File: config.mk
export PLATFORM = sky130hd
export DESIGN_NAME = bus_arb5
export DESIGN_NICKNAME = d
export VERILOG_FILES = /design/src/rtl/bus_arb5_pkg.sv /design/src/rtl/arb5_cfg_reg.sv /design/src/rtl/arb5_prio_mask.sv /design/src/rtl/arb5_rr_pick.sv /design/src/rtl/bus_arb5.sv
export SDC_FILE = /design/constraint.sdc
export NUM_CORES = 1
export LEC_CHECK = 0
export ABC_CLOCK_PERIOD_IN_PS = 17550
export CAP_MARGIN = 10
export CORE_MARGIN = 10
export CORE_UTILIZATION = 25
export CTS_CLUSTER_SIZE = 20
export DETAILED_ROUTE_END_ITERATION = 8
export PLACE_DENSITY_LB_ADDON = 0.05
export SYNTH_ARGS = -nofsm -noshare
export SYNTH_HDL_FRONTEND = slang
export SYNTH_SLANG_ARGS = --single-unit
File: constraint.sdc
create_clock -name clk -period 17.55 [get_ports clk]
set_input_delay 3.51 -clock clk [delete_from_list [all_inputs] [get_ports clk]]
set_output_delay 3.51 -clock clk [all_outputs]
set_load 0.01 [all_outputs]
File: src/rtl/bus_arb5_pkg.sv
// Package: shared constants, the scheduling-mode encoding and the level
// decode used by the five-master arbiter.
// Assumes: level fields are PW bits wide and valid levels are 1..N_LVL.
package bus_arb5_pkg;

    localparam int unsigned ARB_MST = 5;
    localparam int unsigned ARB_LVL = 5;
    localparam int unsigned ARB_PW  = 3;
    localparam int unsigned ARB_DW  = 32;

    // Bit 0 of the configuration word selects the policy.
    typedef enum logic {
        SCHED_PRIO = 1'b0,
        SCHED_RR   = 1'b1
    } sched_e;

    // Maps a raw level field to its effective level; out-of-range values count as 1.
    function automatic logic [ARB_PW-1:0] eff_level(input logic [ARB_PW-1:0] fld);
        if (fld == '0 || int'(fld) > ARB_LVL) begin
            return ARB_PW'(1);
        end
        return fld;
    endfunction

endpackage

File: src/rtl/arb5_cfg_reg.sv
// Module: configuration word storage.
// Stores the full word on a write strobe and returns it continuously.
// Assumes: synchronous active-low reset loads RST_VAL.
module arb5_cfg_reg #(
    parameter int unsigned DW      = 32,
    parameter logic [DW-1:0] RST_VAL = '0
) (
    input  logic          clk,
    input  logic          rst_n,
    input  logic          we,
    input  logic [DW-1:0] wdata,
    output logic [DW-1:0] q
);

    // Load the reset value or capture a write.
    always_ff @(posedge clk) begin
        if (!rst_n) begin
            q <= RST_VAL;
        end else if (we) begin
            q <= wdata;
        end
    end

endmodule

File: src/rtl/arb5_prio_mask.sv
// Module: top-level selector for priority mode.
// Decodes each master's level field, finds the largest level among the
// requesters and returns the requesters at that level.
// Assumes: field of master m starts at bit 1 + PW*m of the configuration word.
module arb5_prio_mask
    import bus_arb5_pkg::*;
#(
    parameter int unsigned N_MST = ARB_MST,
    parameter int unsigned PW    = ARB_PW,
    parameter int unsigned DW    = ARB_DW
) (
    input  logic [DW-1:0]    cfg,
    input  logic [N_MST-1:0] req,
    output logic [N_MST-1:0] top_mask,
    output logic [PW-1:0]    top_lvl
);

    logic [PW-1:0] lvl [N_MST];

    // One level decoder per master.
    for (genvar m = 0; m < N_MST; m++) begin : g_lvl
        assign lvl[m] = eff_level(cfg[1 + PW*m +: PW]);
    end

    // Find the highest requesting level, then mark the requesters at that level.
    always_comb begin
        top_lvl  = '0;
        top_mask = '0;
        for (int m = 0; m < N_MST; m++) begin
            if (req[m] && lvl[m] > top_lvl) begin
                top_lvl = lvl[m];
            end
        end
        for (int m = 0; m < N_MST; m++) begin
            top_mask[m] = req[m] && (lvl[m] == top_lvl);
        end
    end

endmodule

File: src/rtl/arb5_rr_pick.sv
// Module: rotating first-one picker.
// Scans the candidate mask starting at ptr and wrapping around, and returns
// the first set bit as one-hot and as an index.
// Assumes: ptr < N.
module arb5_rr_pick #(
    parameter int unsigned N  = 5,
    parameter int unsigned IW = $clog2(N)
) (
    input  logic [N-1:0]  mask,
    input  logic [IW-1:0] ptr,
    output logic [N-1:0]  gnt,
    output logic [IW-1:0] idx,
    output logic          any
);

    int unsigned pos;

    // Rotating scan from the pointer position.
    always_comb begin
        gnt = '0;
        idx = '0;
        any = 1'b0;
        pos = 0;
        for (int k = 0; k < N; k++) begin
            pos = (int'(ptr) + k) % N;
            if (!any && mask[pos]) begin
                any      = 1'b1;
                idx      = IW'(pos);
                gnt[pos] = 1'b1;
            end
        end
    end

endmodule

File: src/rtl/bus_arb5.sv
// Module: five-master shared bus arbiter (top).
// Holds the grant until xfer_done, and re-arbitrates at any edge where the
// bus is unowned or the owner finishes. Offers rotating or level-based
// policy, with one turn pointer for rotating mode and one per level.
// Assumes: xfer_done is only meaningful while a grant is held.
module bus_arb5
    import bus_arb5_pkg::*;
#(
    parameter int unsigned   N_MST   = ARB_MST,
    parameter int unsigned   N_LVL   = ARB_LVL,
    parameter int unsigned   PW      = ARB_PW,
    parameter int unsigned   DW      = ARB_DW,
    parameter logic [DW-1:0] RST_CFG = DW'(32'h0000_0145)
) (
    input  logic             clk,
    input  logic             rst_n,
    input  logic [N_MST-1:0] req,
    input  logic             xfer_done,
    input  logic             cfg_we,
    input  logic [DW-1:0]    cfg_wdata,
    output logic [DW-1:0]    cfg_rdata,
    output logic [N_MST-1:0] grant
);

    localparam int unsigned IW   = $clog2(N_MST);
    localparam int unsigned NPTR = 1 << PW;

    logic [DW-1:0]    cfg_q;
    logic [N_MST-1:0] top_mask;
    logic [PW-1:0]    top_lvl;
    logic [N_MST-1:0] cand;
    logic [IW-1:0]    start_ptr;
    logic [N_MST-1:0] pick_gnt;
    logic [IW-1:0]    pick_idx;
    logic             pick_any;
    logic [IW-1:0]    next_ptr;
    logic             arb_pt;
    sched_e           mode;

    logic [IW-1:0]    rr_ptr;
    logic [IW-1:0]    lvl_ptr [NPTR];

    arb5_cfg_reg #(
        .DW      (DW),
        .RST_VAL (RST_CFG)
    ) cfg_i (
        .clk   (clk),
        .rst_n (rst_n),
        .we    (cfg_we),
        .wdata (cfg_wdata),
        .q     (cfg_q)
    );

    arb5_prio_mask #(
        .N_MST (N_MST),
        .PW    (PW),
        .DW    (DW)
    ) prio_i (
        .cfg      (cfg_q),
        .req      (req),
        .top_mask (top_mask),
        .top_lvl  (top_lvl)
    );

    arb5_rr_pick #(
        .N  (N_MST),
        .IW (IW)
    ) pick_i (
        .mask (cand),
        .ptr  (start_ptr),
        .gnt  (pick_gnt),
        .idx  (pick_idx),
        .any  (pick_any)
    );

    assign cfg_rdata = cfg_q;
    assign mode      = sched_e'(cfg_q[0]);
    assign arb_pt    = (grant == '0) || xfer_done;

    // Select the candidates and the start pointer for the active policy.
    always_comb begin
        if (mode == SCHED_RR) begin
            cand      = req;
            start_ptr = rr_ptr;
        end else begin
            cand      = top_mask;
            start_ptr = lvl_ptr[top_lvl];
        end
    end

    // Position after the winner, wrapping at the last master.
    assign next_ptr = (pick_idx == IW'(N_MST - 1)) ? '0 : pick_idx + 1'b1;

    // Grant register: updated only at arbitration points.
    always_ff @(posedge clk) begin
        if (!rst_n) begin
            grant <= '0;
        end else if (arb_pt) begin
            grant <= pick_gnt;
        end
    end

    // Turn pointers: move past the winner of the mode that chose it.
    always_ff @(posedge clk) begin
        if (!rst_n) begin
            rr_ptr <= '0;
            for (int l = 0; l < NPTR; l++) begin
                lvl_ptr[l] <= '0;
            end
        end else if (arb_pt && pick_any) begin
            if (mode == SCHED_RR) begin
                rr_ptr <= next_ptr;
            end else begin
                lvl_ptr[top_lvl] <= next_ptr;
            end
        end
    end

endmodule

* After elaboration in Yosys (flattened, before gate mapping)
Memory sizes are Yosys's and may differ from the RTL's.
Index checks and enable logic that the tools add are counted.
** Operators by class
- $lt $le $gt $ge :: 20
- Bitwise gates (word level) :: 4
- Divide/modulo/power cells :: 5
- Reductions and logical operators :: 38
- Add/subtract/negate cells :: 5
- Equal/unequal tests :: 6
- Muxes and demuxes :: 66
** Operators with widths (count)
- >= comparator 32 x 1 -> 1 bit, second input constant :: 5
- less-than comparator 32 x 4 -> 1 bit, second input constant :: 5
- remainder unit 32 x 3 -> 32 bit, second input constant :: 4
- 2-to-1 mux 3 bit :: 24
- remainder unit 3 x 3 -> 32 bit, second input constant :: 1
- 2-to-1 mux 5 bit :: 6
- 2-to-1 mux 1 bit :: 26
- logical AND 1 bit :: 20
- bitwise OR 5 bit :: 4
- binary-select mux 1 bit (select 3 bit) :: 5
- demux 1 bit (select 3 bit) :: 5
- equality test 3 bit :: 5
- greater-than comparator 3 bit, second input constant :: 5
- logical NOT 3 bit :: 5
- greater-than comparator 3 bit :: 4
- adder 3 x 2 -> 4 bit, second input constant :: 2
- logical OR 1 bit :: 6
- logical NOT 5 bit :: 1
- adder 3 x 1 -> 4 bit, second input constant :: 1
- adder 3 x 3 -> 4 bit, second input constant :: 1
- logical NOT 1 bit :: 4
- adder 3 x 1 -> 3 bit, second input constant :: 1
- equality test 3 bit, second input constant :: 1
- greater-than comparator 3 x 1 -> 1 bit, second input constant :: 1
- 2 further kinds :: 2
** Storage, ports and cells
- RAM bits :: 24
- Word-level logic and storage cells :: 148
- Output and inout port bits :: 37
- Bits of input ports :: 41
- Bits in registers :: 40
- Memories kept :: 1
** Memories
- lvl_ptr :: depth 8, width 3, read ports 1, clocked after memory_dff 0, wr ports 8, RTL line bus_arb5.sv:41 : logic [IW-1:0] lvl_ptr [NPTR];

* Longest topological paths before layout
Gate-level depths: netlist of the first run.
- Word-level depth :: 43
- Mapped depth :: 49
- Depth with buffers taken out :: 46

* Cells and area by module
A second synthesis of the first run with hierarchy kept.
** Second synthesis, totals
- Cell total of the unflattened synthesis :: 701
- Area total of the unflattened synthesis :: 6112.1 µm²
** Modules (own cells, without submodules)
- arb5_rr_pick :: cells each 321, seq. area each 0.0 µm², times used 1, area an instance 2262.2 µm²
- bus_arb5 :: cells each 154, seq. area each 880.8 µm², times used 1, area an instance 1725.4 µm²
- arb5_cfg_reg :: cells each 103, seq. area each 640.6 µm², times used 1, area an instance 1233.7 µm²
- arb5_prio_mask :: cells each 123, seq. area each 0.0 µm², times used 1, area an instance 890.9 µm²

* Least setup slack after synthesis of the first run
OpenSTA, ideal clock, no wires.
- Path type :: in2reg
- From :: input port req[0]
- To :: memory lvl_ptr[1][2] (netlist bit) (data pin)
- Required time :: 17282 ps
- Data arrival time :: 12654 ps
- Stages on the path :: 47
- Setup slack :: 4628 ps
- Cells stage by stage :: inv_1 or2_1 ha_1 nor2b_1 o31a_1 a21oi_1 a211oi_1 or3_1 a211oi_2 a22o_1 ha_1 nor2b_1 o21a_1 o21a_1 clkbuf_1 o31ai_1 clkbuf_1 nand3_1 [11 not listed] and2_1 xnor2_1 a21o_1 nand2_1 inv_1 ha_1 nand2b_1 a31oi_1 o2111ai_1 o211ai_1 nor3_2 a2111o_1 buf_2 inv_1 ha_1 nor2_1 mux2i_1 nor2_1
** RTL lines
- start, declared :: RTL line bus_arb5.sv:17 : input logic [N_MST-1:0] req,
- end, declared :: RTL line bus_arb5.sv:41

==> reports/metrics.json, run 1 <==
{
  "run_status": "complete, no violations",
  "setup_viol_count_final": 0,
  "simple_gate_area_share_of_the_yosys_netlist_pct": 25.4,
  "num_antenna_cells": 0,
  "die_x_um": 176,
  "critPathMaxFanout": 20,
  "layout_worst_path_cycle_share_pct": 91.0,
  "routed_wire_length_per_instance_um": 20.0,
  "layout_stage_area_growth_over_the_synthesis_result_pct": 22.8,
  "synth_top_flop_cell": "dfxtp_1",
  "clock_insertion_delay_worst_skew_ns": 0.33,
  "fill_cells": 2605,
  "drtAntennaViolNets": 0,
  "clock.fmax_mhz": 62.6,
  "mappedNetlistArea_mm2": 0.00607,
  "post_cts_hold_buffer_count": 0,
  "post_cts.repair.setup_buffers": 0,
  "initial_utilization_pct": 25.6,
  "grt_util_all_layers_pct": 14.5,
  "drt_drc_violations_left": 0,
  "clock_tree.buffer_depth": 2,
  "design.die.area_mm2": 0.0309,
  "area.sequential_mm2": 0.00134,
  "post_synth_edffs": 18,
  "drt_iter0_markers": 349,
  "required_time_at_the_endpoint_of_the_critical_path_ns": 17.61,
  "fin_skew_ns": 0.00900,
  "max_cap_viol_count": 0,
  "synth_top_cells_by_count": "96 x nor2_1, 68 x nand2_1, 41 x o21ai_0",
  "yosysTopAreaCell": "dfxtp_1",
  "critical-path-top-cell-by-count": "ha_1",
  "critical_path_start_type": "input port",
  "yosys_warnings": 0,
  "synth_compound_gate_area_share_pct": 30.2,
  "post-route-min-period_ns": 15.97,
  "main_combinational_cell_family_by_area_after_synthesis": "compound AO/OA/AOI/OAI gates",
  "synth_sequential_area_ratio_pct": 22.1,
  "yosys.cell_count.top_type": "nor2_1",
  "firstDrtPassIters": 6,
  "critical-path-max-stage-delay_ns": 0.70,
  "worst-endpoint-arrival_ns": 16.03,
  "rsz_0062_raised_after_global_routing": "no",
  "syn-mean-instance-area_um2": 7.98,
  "drt_wl_total_mm": 22.9,
  "io_buffer_count": 77,
  "grt_pass1_wl_mm": 36.1,
  "clk_pin_slew_ns": 0.06,
  "yosys_register_bits": 58,
  "route.detailed.vias_per_inst": 5.39,
  "synth_largest_type_area_fraction_pct": 13.2,
  "crit_buf_inv": 6,
  "synth_async_sr_flop_share_pct": 0,
  "cell_count_after_synthesis": 761,
  "grt_antenna_before_repair": 0,
  "synth.distinct_cells": 104,
  "die_y_um": 176,
  "cpLargestDelayFamily": "compound AO/OA/AOI/OAI gates",
  "cts_num_sinks": 58,
  "post_synth_fa_ha_maj_area_fraction_pct": 8.37,
  "finalHoldWorstSlack_ns": 0.493,
  "hpwlAfterDp_mm": 18.3,
  "crit_path_end_kind": "register",
  "grt_pass1_vias": 6228,
  "num_rows": 56,
  "finalNetCount": 902,
  "synthXorXnorAreaFrac_pct": 1.30,
  "finalSetupTns_ns": 0,
  "cts_made_buffers": 9,
  "timing.final.max_slew_violations": 0,
  "timing_worst_setup_path_type": "in -> reg",
  "globalRoute.totalOverflow": 0,
  "coreArea_mm2": 0.0237,
  "drive_above_1_share_pct": 7.75,
  "area_of_the_multi_input_gates_mm2": 0.00447,
  "floorplan.io_pins": 78,
  "cts_tree": "built",
  "critical-path-slowest-cell": "mux2i_1",
  "max_slew_margin_pct": 31.4,
  "grt_start_max_net_pins": 34,
  "post_cts_resize_count": 0,
  "finalWeightedCongestion": 0.982,
  "ctsHtreeMaxLevel": 3,
  "transition_time_of_the_tightest_slew_check_pin_ns": 1.03,
  "synth_mux_area_share_pct": 7.96,
  "report.final.hold_viol_count": 0,
  "num_vias": 6166,
  "min-delay-path-class": "reg -> reg",
  "synth_top_cells_by_area": "dfxtp_1 13%, edfxtp_1 8.9%, ha_1 8.0%",
  "clock_tree_root": "clkbuf_16"
}
## stage by stage
step | util [%] | cells | cell area (um2) | worst slack (ns)
finish | 31.5 | 1145 | 7460 | 1.58
global route | 31.5 | 1145 | 7460 | 0.445
CTS | 31.5 | 1145 | 7460 | 1.75
detailed placement | 30.1 | 1129 | 7130 | 1.45
global placement | 30.1 | 1129 | 7130 | 2.06
floorplan | - | 763 | 6080 | 4.63
## cells by family (layout without fill, tap and decap cells)
family          Yosys count  after routing
simple gates            308            308
compound gates          234            234
buf+inv                  66            129
flops                    58             58
mux                      45             45
fa+ha+maj                40             40
xor+xnor                  9              9
other cells               1              3
## registers in the layout, summed over array words and instances (netlist names)
register,count
lvl_ptr,18
rr_ptr,3
grant,5
cfg_i.q,32
## final cells by class
cell class | count | area share (%)
Clock buffer | 10 | 3.21
Inverter | 33 | 1.73
Clock inverter | 6 | 1.17
Tap cell | 319 | 5.35
Sequential cell | 58 | 18.0
Timing Repair Buffer | 80 | 10.6
Multi-Input combinational cell | 639 | 60.0
## per-layer routing
metal,vias to the layer above,track usage (%),wire (um)
met5,-,0,0
met4,0,5.44,716
met3,39,3.05,1140
met2,182,24.5,10900
met1,2948,17.6,10100
li1,2997,-,-
## final timing paths
| path | from | end | slack (ns) | cells past startpoint |
|---|---|---|---|---|
| max | req[0] | lvl_ptr[1][2] | 1.58 | 43 |
| min | cfg_i.q[30] | cfg_i.q[30] | 0.49 | 2 |
| max reg2reg | cfg_i.q[2] | lvl_ptr[1][2] | 4.87 | 42 |
| min reg2reg | cfg_i.q[30] | cfg_i.q[30] | 0.49 | 2 |
## worst min-delay path, stage by stage (launching register included)
cell and delay [ns]:
dfxtp_1 0.32, mux2i_1 0.06, nor2_1 0.07
## cell usage in the layout, fill, tap and decap left out, types with 5 or more instances in the layout
| cell | netlist | layout |
|---|---|---|
| inv_1 | 31 | 31 |
| a31oi_1 | 12 | 12 |
| a211oi_1 | 14 | 14 |
| dfxtp_1 | 40 | 40 |
| and4_1 | 5 | 5 |
| clkbuf_16 | 0 | 9 |
| nor4_1 | 7 | 7 |
| mux2i_1 | 40 | 40 |
| xnor2_1 | 8 | 8 |
| nand2b_1 | 16 | 16 |
| nand3_1 | 20 | 20 |
| o221a_2 | 5 | 5 |
| o21a_1 | 9 | 9 |
| clkdlybuf4s50_1 | 0 | 76 |
| a21o_1 | 11 | 11 |
| nand4_1 | 9 | 9 |
| or3_1 | 9 | 9 |
| or2_2 | 7 | 7 |
| o211ai_1 | 8 | 8 |
| a211o_1 | 7 | 7 |
| o311ai_0 | 5 | 5 |
| ha_1 | 39 | 39 |
| and2_1 | 12 | 12 |
| o21ai_0 | 41 | 41 |
| a21oi_1 | 30 | 30 |
| nor2b_1 | 14 | 14 |
| o22ai_1 | 6 | 6 |
| nor2_1 | 96 | 96 |
| and3_1 | 5 | 5 |
| nand2_1 | 68 | 68 |
| edfxtp_1 | 18 | 18 |
| nor3_1 | 18 | 18 |
| a22oi_1 | 5 | 5 |
Power of run 1 is left out: the tool's default activity adds up to more than one toggle a clock period on the data nets, which glitch-free logic cannot reach.
==> inputs of run 2 (changes only) <==
--- a/config.mk
+++ b/config.mk
@@ -7,6 +7,8 @@
 export LEC_CHECK = 0
 export ABC_CLOCK_PERIOD_IN_PS = 17550
 export CAP_MARGIN = 10
+export CELL_PAD_IN_SITES_DETAIL_PLACEMENT = 1
+export CELL_PAD_IN_SITES_GLOBAL_PLACEMENT = 1
 export CORE_MARGIN = 10
 export CORE_UTILIZATION = 25
 export CTS_CLUSTER_SIZE = 20
==> constraint.sdc (replaced) <==
create_clock -name clk -period 17.55 [get_ports clk]
set_input_delay 2.6325 -clock clk [delete_from_list [all_inputs] [get_ports clk]]
set_output_delay 2.6325 -clock clk [all_outputs]
set_load 0.01 [all_outputs]
==> run 2 against run 1 <==
  * Core utilization decreased by 0.17 points
  * Critical path type unchanged
  * Routed wire length up 7.7%
  * Critical path depth is 1 lower
  * Setup slack improved by 0.85 ns
  * Hold slack improved by 0.0041 ns
  * Global-route usage up 1.3 points
  * Non-clock buffer count is 3 higher
  * Register-to-register slack got worse by 0.03 ns
  * First-iteration DRC count shrank 7.7%
==> reports/metrics.json, run 2 (synthesis results as in run 1) <==
{
  "rr_worst_depth": 41,
  "post_cts_resize_count": 0,
  "floorplan.io_pins": 78,
  "grt_start_max_net_pins": 34,
  "cts_tree": "built",
  "clock_insertion_delay_worst_skew_ns": 0.34,
  "layout_stage_area_growth_over_the_synthesis_result_pct": 22.2,
  "cell_count_after_placement": 1132,
  "drive_above_1_share_pct": 7.84,
  "drt_iter0_markers": 322,
  "cts_num_sinks": 58,
  "finalNetCount": 905,
  "design.die.area_mm2": 0.0309,
  "largest_register_ff_count": 32,
  "timing_worst_setup_path_type": "in -> reg",
  "critical-path-max-stage-delay_ns": 0.72,
  "max_cap_viol_count": 0,
  "finalSetupTns_ns": 0,
  "ctsHtreeMaxLevel": 3,
  "drt_drc_violations_left": 0,
  "worst-endpoint-arrival_ns": 15.17,
  "num_rows": 56,
  "timing.final.max_slew_violations": 0,
  "grt_util_all_layers_pct": 15.8,
  "layout.cells.most_common": "nor2_1",
  "fill_cells": 2875,
  "clock_tree.buffer_depth": 2,
  "route.detailed.vias_per_inst": 5.44,
  "rsz_0062_raised_after_global_routing": "no",
  "num_antenna_cells": 0,
  "initial_utilization_pct": 25.6,
  "grt_pass1_wl_mm": 39.1,
  "clock.fmax_mhz": 66.1,
  "registers.top_by_ff_count": "cfg_i.q",
  "setup_viol_count_final": 0,
  "firstDrtPassIters": 4,
  "grt_antenna_before_repair": 0,
  "clk_pin_slew_ns": 0.05,
  "die_x_um": 176,
  "layout_worst_path_cycle_share_pct": 86.1,
  "run_status": "complete, no violations",
  "critical-path-top-cell-by-count": "ha_1",
  "drtAntennaViolNets": 0,
  "num_vias": 6248,
  "critPathMaxFanout": 20,
  "post_cts_hold_buffer_count": 0,
  "fin_skew_ns": 0.0150,
  "min-delay-path-class": "reg -> reg",
  "fin_cells": 1148,
  "grt_pass1_vias": 6740,
  "hpwlAfterDp_mm": 19.7,
  "coreArea_mm2": 0.0237,
  "max_slew_margin_pct": 33.7,
  "clock_tree_root": "clkbuf_16",
  "report.final.hold_viol_count": 0,
  "post-route-min-period_ns": 15.12,
  "required_time_at_the_endpoint_of_the_critical_path_ns": 17.60,
  "finish.utilization_pct": 31.3,
  "critical_path_start_type": "input port",
  "finalWeightedCongestion": 0.951,
  "most-common-layout-cells": "96 x nor2_1, 76 x clkdlybuf4s50_1, 68 x nand2_1, 41 x o21ai_0",
  "routed_wire_length_per_instance_um": 21.5,
  "io_buffer_count": 77,
  "largest_registers": "cfg_i.q: 32 flops, lvl_ptr: 18 flops, grant: 5 flops",
  "cts_made_buffers": 9,
  "drt_wl_total_mm": 24.6,
  "critical-path-slowest-cell": "nand2_1",
  "globalRoute.totalOverflow": 0,
  "timing.hold.worst_path_depth": 2,
  "transition_time_of_the_tightest_slew_check_pin_ns": 0.993,
  "die_y_um": 176,
  "post_cts.repair.setup_buffers": 0,
  "crit_path_end_kind": "register"
}
## run 2: through the flow
| stage | worst slack, ns | cell area [um2] | hold slack [ns] |
|---|---|---|---|
| 2_1_floorplan | 5.51 | 6080 | 0.461 |
| 3_3_place_gp | 3.05 | 7150 | 0.474 |
| 3_5_place_dp | 2.26 | 7150 | 0.488 |
| 4_1_cts | 2.57 | 7410 | 0.501 |
| 5_1_grt | 1.12 | 7410 | 0.540 |
| 6_report | 2.43 | 7410 | 0.497 |
## run 2: final cells by class
type                       instances  area (um2)  share of cell area [%]
clock buffer                      10         229                    3.09
multi-input combinational        639        4470                    60.3
timing repair buffer              83         811                    10.9
inverter                          33         129                    1.74
tap                              319         399                    5.38
clock inverter                     6        33.8                   0.456
sequential                        58        1340                    18.1
## run 2: metal layers
metal / up-vias / wire length [um] / global-route usage, %
met5: - / 0 / 0
met4: 0 / 503 / 4.77
li1: 3001 / - / -
met3: 24 / 881 / 2.90
met1: 3094 / 10800 / 18.4
met2: 129 / 12500 / 28.5
## run 2: worst paths after layout
kind,from,to,slack (ns)
max reg2reg,cfg_i.q[2],lvl_ptr[2][2],4.84
max,req[0],lvl_ptr[2][2],2.43
min reg2reg,cfg_i.q[24],cfg_i.q[24],0.50
min,cfg_i.q[24],cfg_i.q[24],0.50
## run 2: worst max-delay path: cells and delay by family
| kind | cells | cell delay (ns) |
|---|---|---|
| buffers and inverters | 6 | 1.60 |
| multiplexers | 1 | 0.47 |
| adder cells (fa/ha/maj) | 6 | 2.16 |
| AND/OR/NAND/NOR | 14 | 3.14 |
| AO/OA/AOI/OAI | 14 | 4.91 |
| XOR/XNOR | 1 | 0.21 |
Power of run 2 is left out for the same reason.
==> inputs of run 3 (changes only) <==
==> constraint.sdc (replaced) <==
create_clock -name clk -period 17.55 [get_ports clk]
set_input_delay 5.265 -clock clk [delete_from_list [all_inputs] [get_ports clk]]
set_output_delay 5.265 -clock clk [all_outputs]
set_load 0.01 [all_outputs]
==> run 3 against run 2 <==
  * Global-route usage fell by 0.40 points
  * Via count hardly changed
  * Non-clock buffer count rose by 3
  * Sequential share of layout area down 0.16 points
  * Fmax is 8.1% lower
  * First-iteration DRC count increased by 19%
  * Final cell count is 0.26% higher
  * Clock-buffer cell count unchanged
  * Hold slack got worse by 0.0047 ns
  * Setup slack worse by 1.3 ns
  * Die area did not move
==> reports/metrics.json, run 3 (synthesis results as in run 1) <==
{
  "run_status": "complete, no violations",
  "cts_tree": "built",
  "setup_viol_count_final": 0,
  "grt_pass1_wl_mm": 37.8,
  "globalRoute.totalOverflow": 0,
  "floorplan.io_pins": 78,
  "critPathMaxFanout": 12,
  "clock.fmax_mhz": 60.8,
  "clock_tree.buffer_depth": 2,
  "finish.utilization_pct": 31.6,
  "finalNetCount": 908,
  "critical_path_start_type": "input port",
  "coreArea_mm2": 0.0237,
  "drt_wl_total_mm": 24.4,
  "grt_antenna_before_repair": 0,
  "drive_above_1_share_pct": 8.53,
  "clock_tree_root": "clkbuf_16",
  "fill_cells": 2845,
  "drt_iter0_markers": 382,
  "timing_worst_setup_path_type": "in -> reg",
  "cts_num_sinks": 58,
  "registers.top_by_ff_count": "cfg_i.q",
  "clock_insertion_delay_worst_skew_ns": 0.33,
  "drt_drc_violations_left": 0,
  "layout_stage_area_growth_over_the_synthesis_result_pct": 23.2,
  "firstDrtPassIters": 4,
  "crit_path_end_kind": "register",
  "grt_pass1_vias": 6572,
  "layout_worst_path_cycle_share_pct": 93.8,
  "critical-path-slowest-cell": "nor4_1",
  "die_y_um": 176,
  "num_vias": 6252,
  "grt_start_max_net_pins": 34,
  "hpwlAfterDp_mm": 19.8,
  "design.die.area_mm2": 0.0309,
  "largest_register_ff_count": 32,
  "num_antenna_cells": 0,
  "critical-path-top-cell-by-count": "ha_1",
  "rsz_0062_raised_after_global_routing": "no",
  "drtAntennaViolNets": 0,
  "io_buffer_count": 77,
  "max_cap_viol_count": 0,
  "min-delay-path-class": "reg -> reg",
  "layout.cells.most_common": "nor2_1",
  "clk_pin_slew_ns": 0.05,
  "max_slew_margin_pct": 32.4,
  "critical-path-max-stage-delay_ns": 0.60,
  "required_time_at_the_endpoint_of_the_critical_path_ns": 17.61,
  "post-route-min-period_ns": 16.46,
  "die_x_um": 176,
  "timing.final.max_slew_violations": 0,
  "route.detailed.vias_per_inst": 5.43,
  "report.final.hold_viol_count": 0,
  "ctsHtreeMaxLevel": 3,
  "routed_wire_length_per_instance_um": 21.2,
  "largest_registers": "cfg_i.q: 32 flops, lvl_ptr: 18 flops, grant: 5 flops",
  "most-common-layout-cells": "96 x nor2_1, 76 x clkdlybuf4s50_1, 68 x nand2_1, 41 x o21ai_0",
  "num_rows": 56,
  "grt_util_all_layers_pct": 15.4,
  "finalWeightedCongestion": 0.879,
  "worst-endpoint-arrival_ns": 16.52,
  "transition_time_of_the_tightest_slew_check_pin_ns": 1.01,
  "fin_skew_ns": 0.00987,
  "initial_utilization_pct": 25.6,
  "cts_made_buffers": 9
}
-- run 3: changes by cell type in the layout (fill, tap and decap cells not counted), sizes merged --
cell      before  now
bufinv         0    1
clkinvlp       2    0
clkinv         5    6
buf            7   10
-- run 3: metrics by stage --
stage               setup slack (ns)  hold slack [ns]  area (um2)  cells  TNS [ns]
detailed placement           -0.0177            0.488        7160   1133   -0.0179
floorplan                       2.87            0.461        6080    763         0
global route                  0.0118            0.531        7480   1151         0
finish                          1.09            0.493        7480   1151         0
CTS                            0.260            0.500        7450   1149         0
global placement               0.502            0.473        7160   1133         0
-- run 3: final cells by class --
cell class                 count  area (um2)  area share [%]
timing repair buffer          86         833            11.1
tap                          319         399            5.34
multi-input combinational    639        4480            59.9
inverter                      33         129            1.72
clock buffer                  10         239            3.20
clock inverter                 6        56.3           0.753
sequential                    58        1340            17.9
-- run 3: path summary, 6_finish.rpt --
kind	slack, ns	endpoint	startpoint	depth (start not counted)
max	1.09	lvl_ptr[3][2]	req[0]	39
min reg2reg	0.49	cfg_i.q[24]	cfg_i.q[24]	2
max reg2reg	6.10	lvl_ptr[3][2]	cfg_i.q[2]	38
min	0.49	cfg_i.q[24]	cfg_i.q[24]	2
-- run 3: what timing repair did --
item	in CTS	in global routing
buffers inserted	0	2
resized for setup	0	3
hold buffers	0	0
setup endpoints to repair	0	33
-- run 3: critical path: cells and delay by family --
family,cells,cell delay [ns]
AOI/OAI and AO/OA,14,4.41
and+or+nand+nor,17,4.34
adders and majority gates,5,1.40
buffers and inverters,2,0.66
muxes,1,0.41
-- run 3: layer usage --
layer  routed length (um)  GRT usage [%]
met5                    0              0
met4                  675           5.37
met3                 1030           3.00
met2                11900           26.8
met1                10800           18.4
Power of run 3 is left out for the same reason.
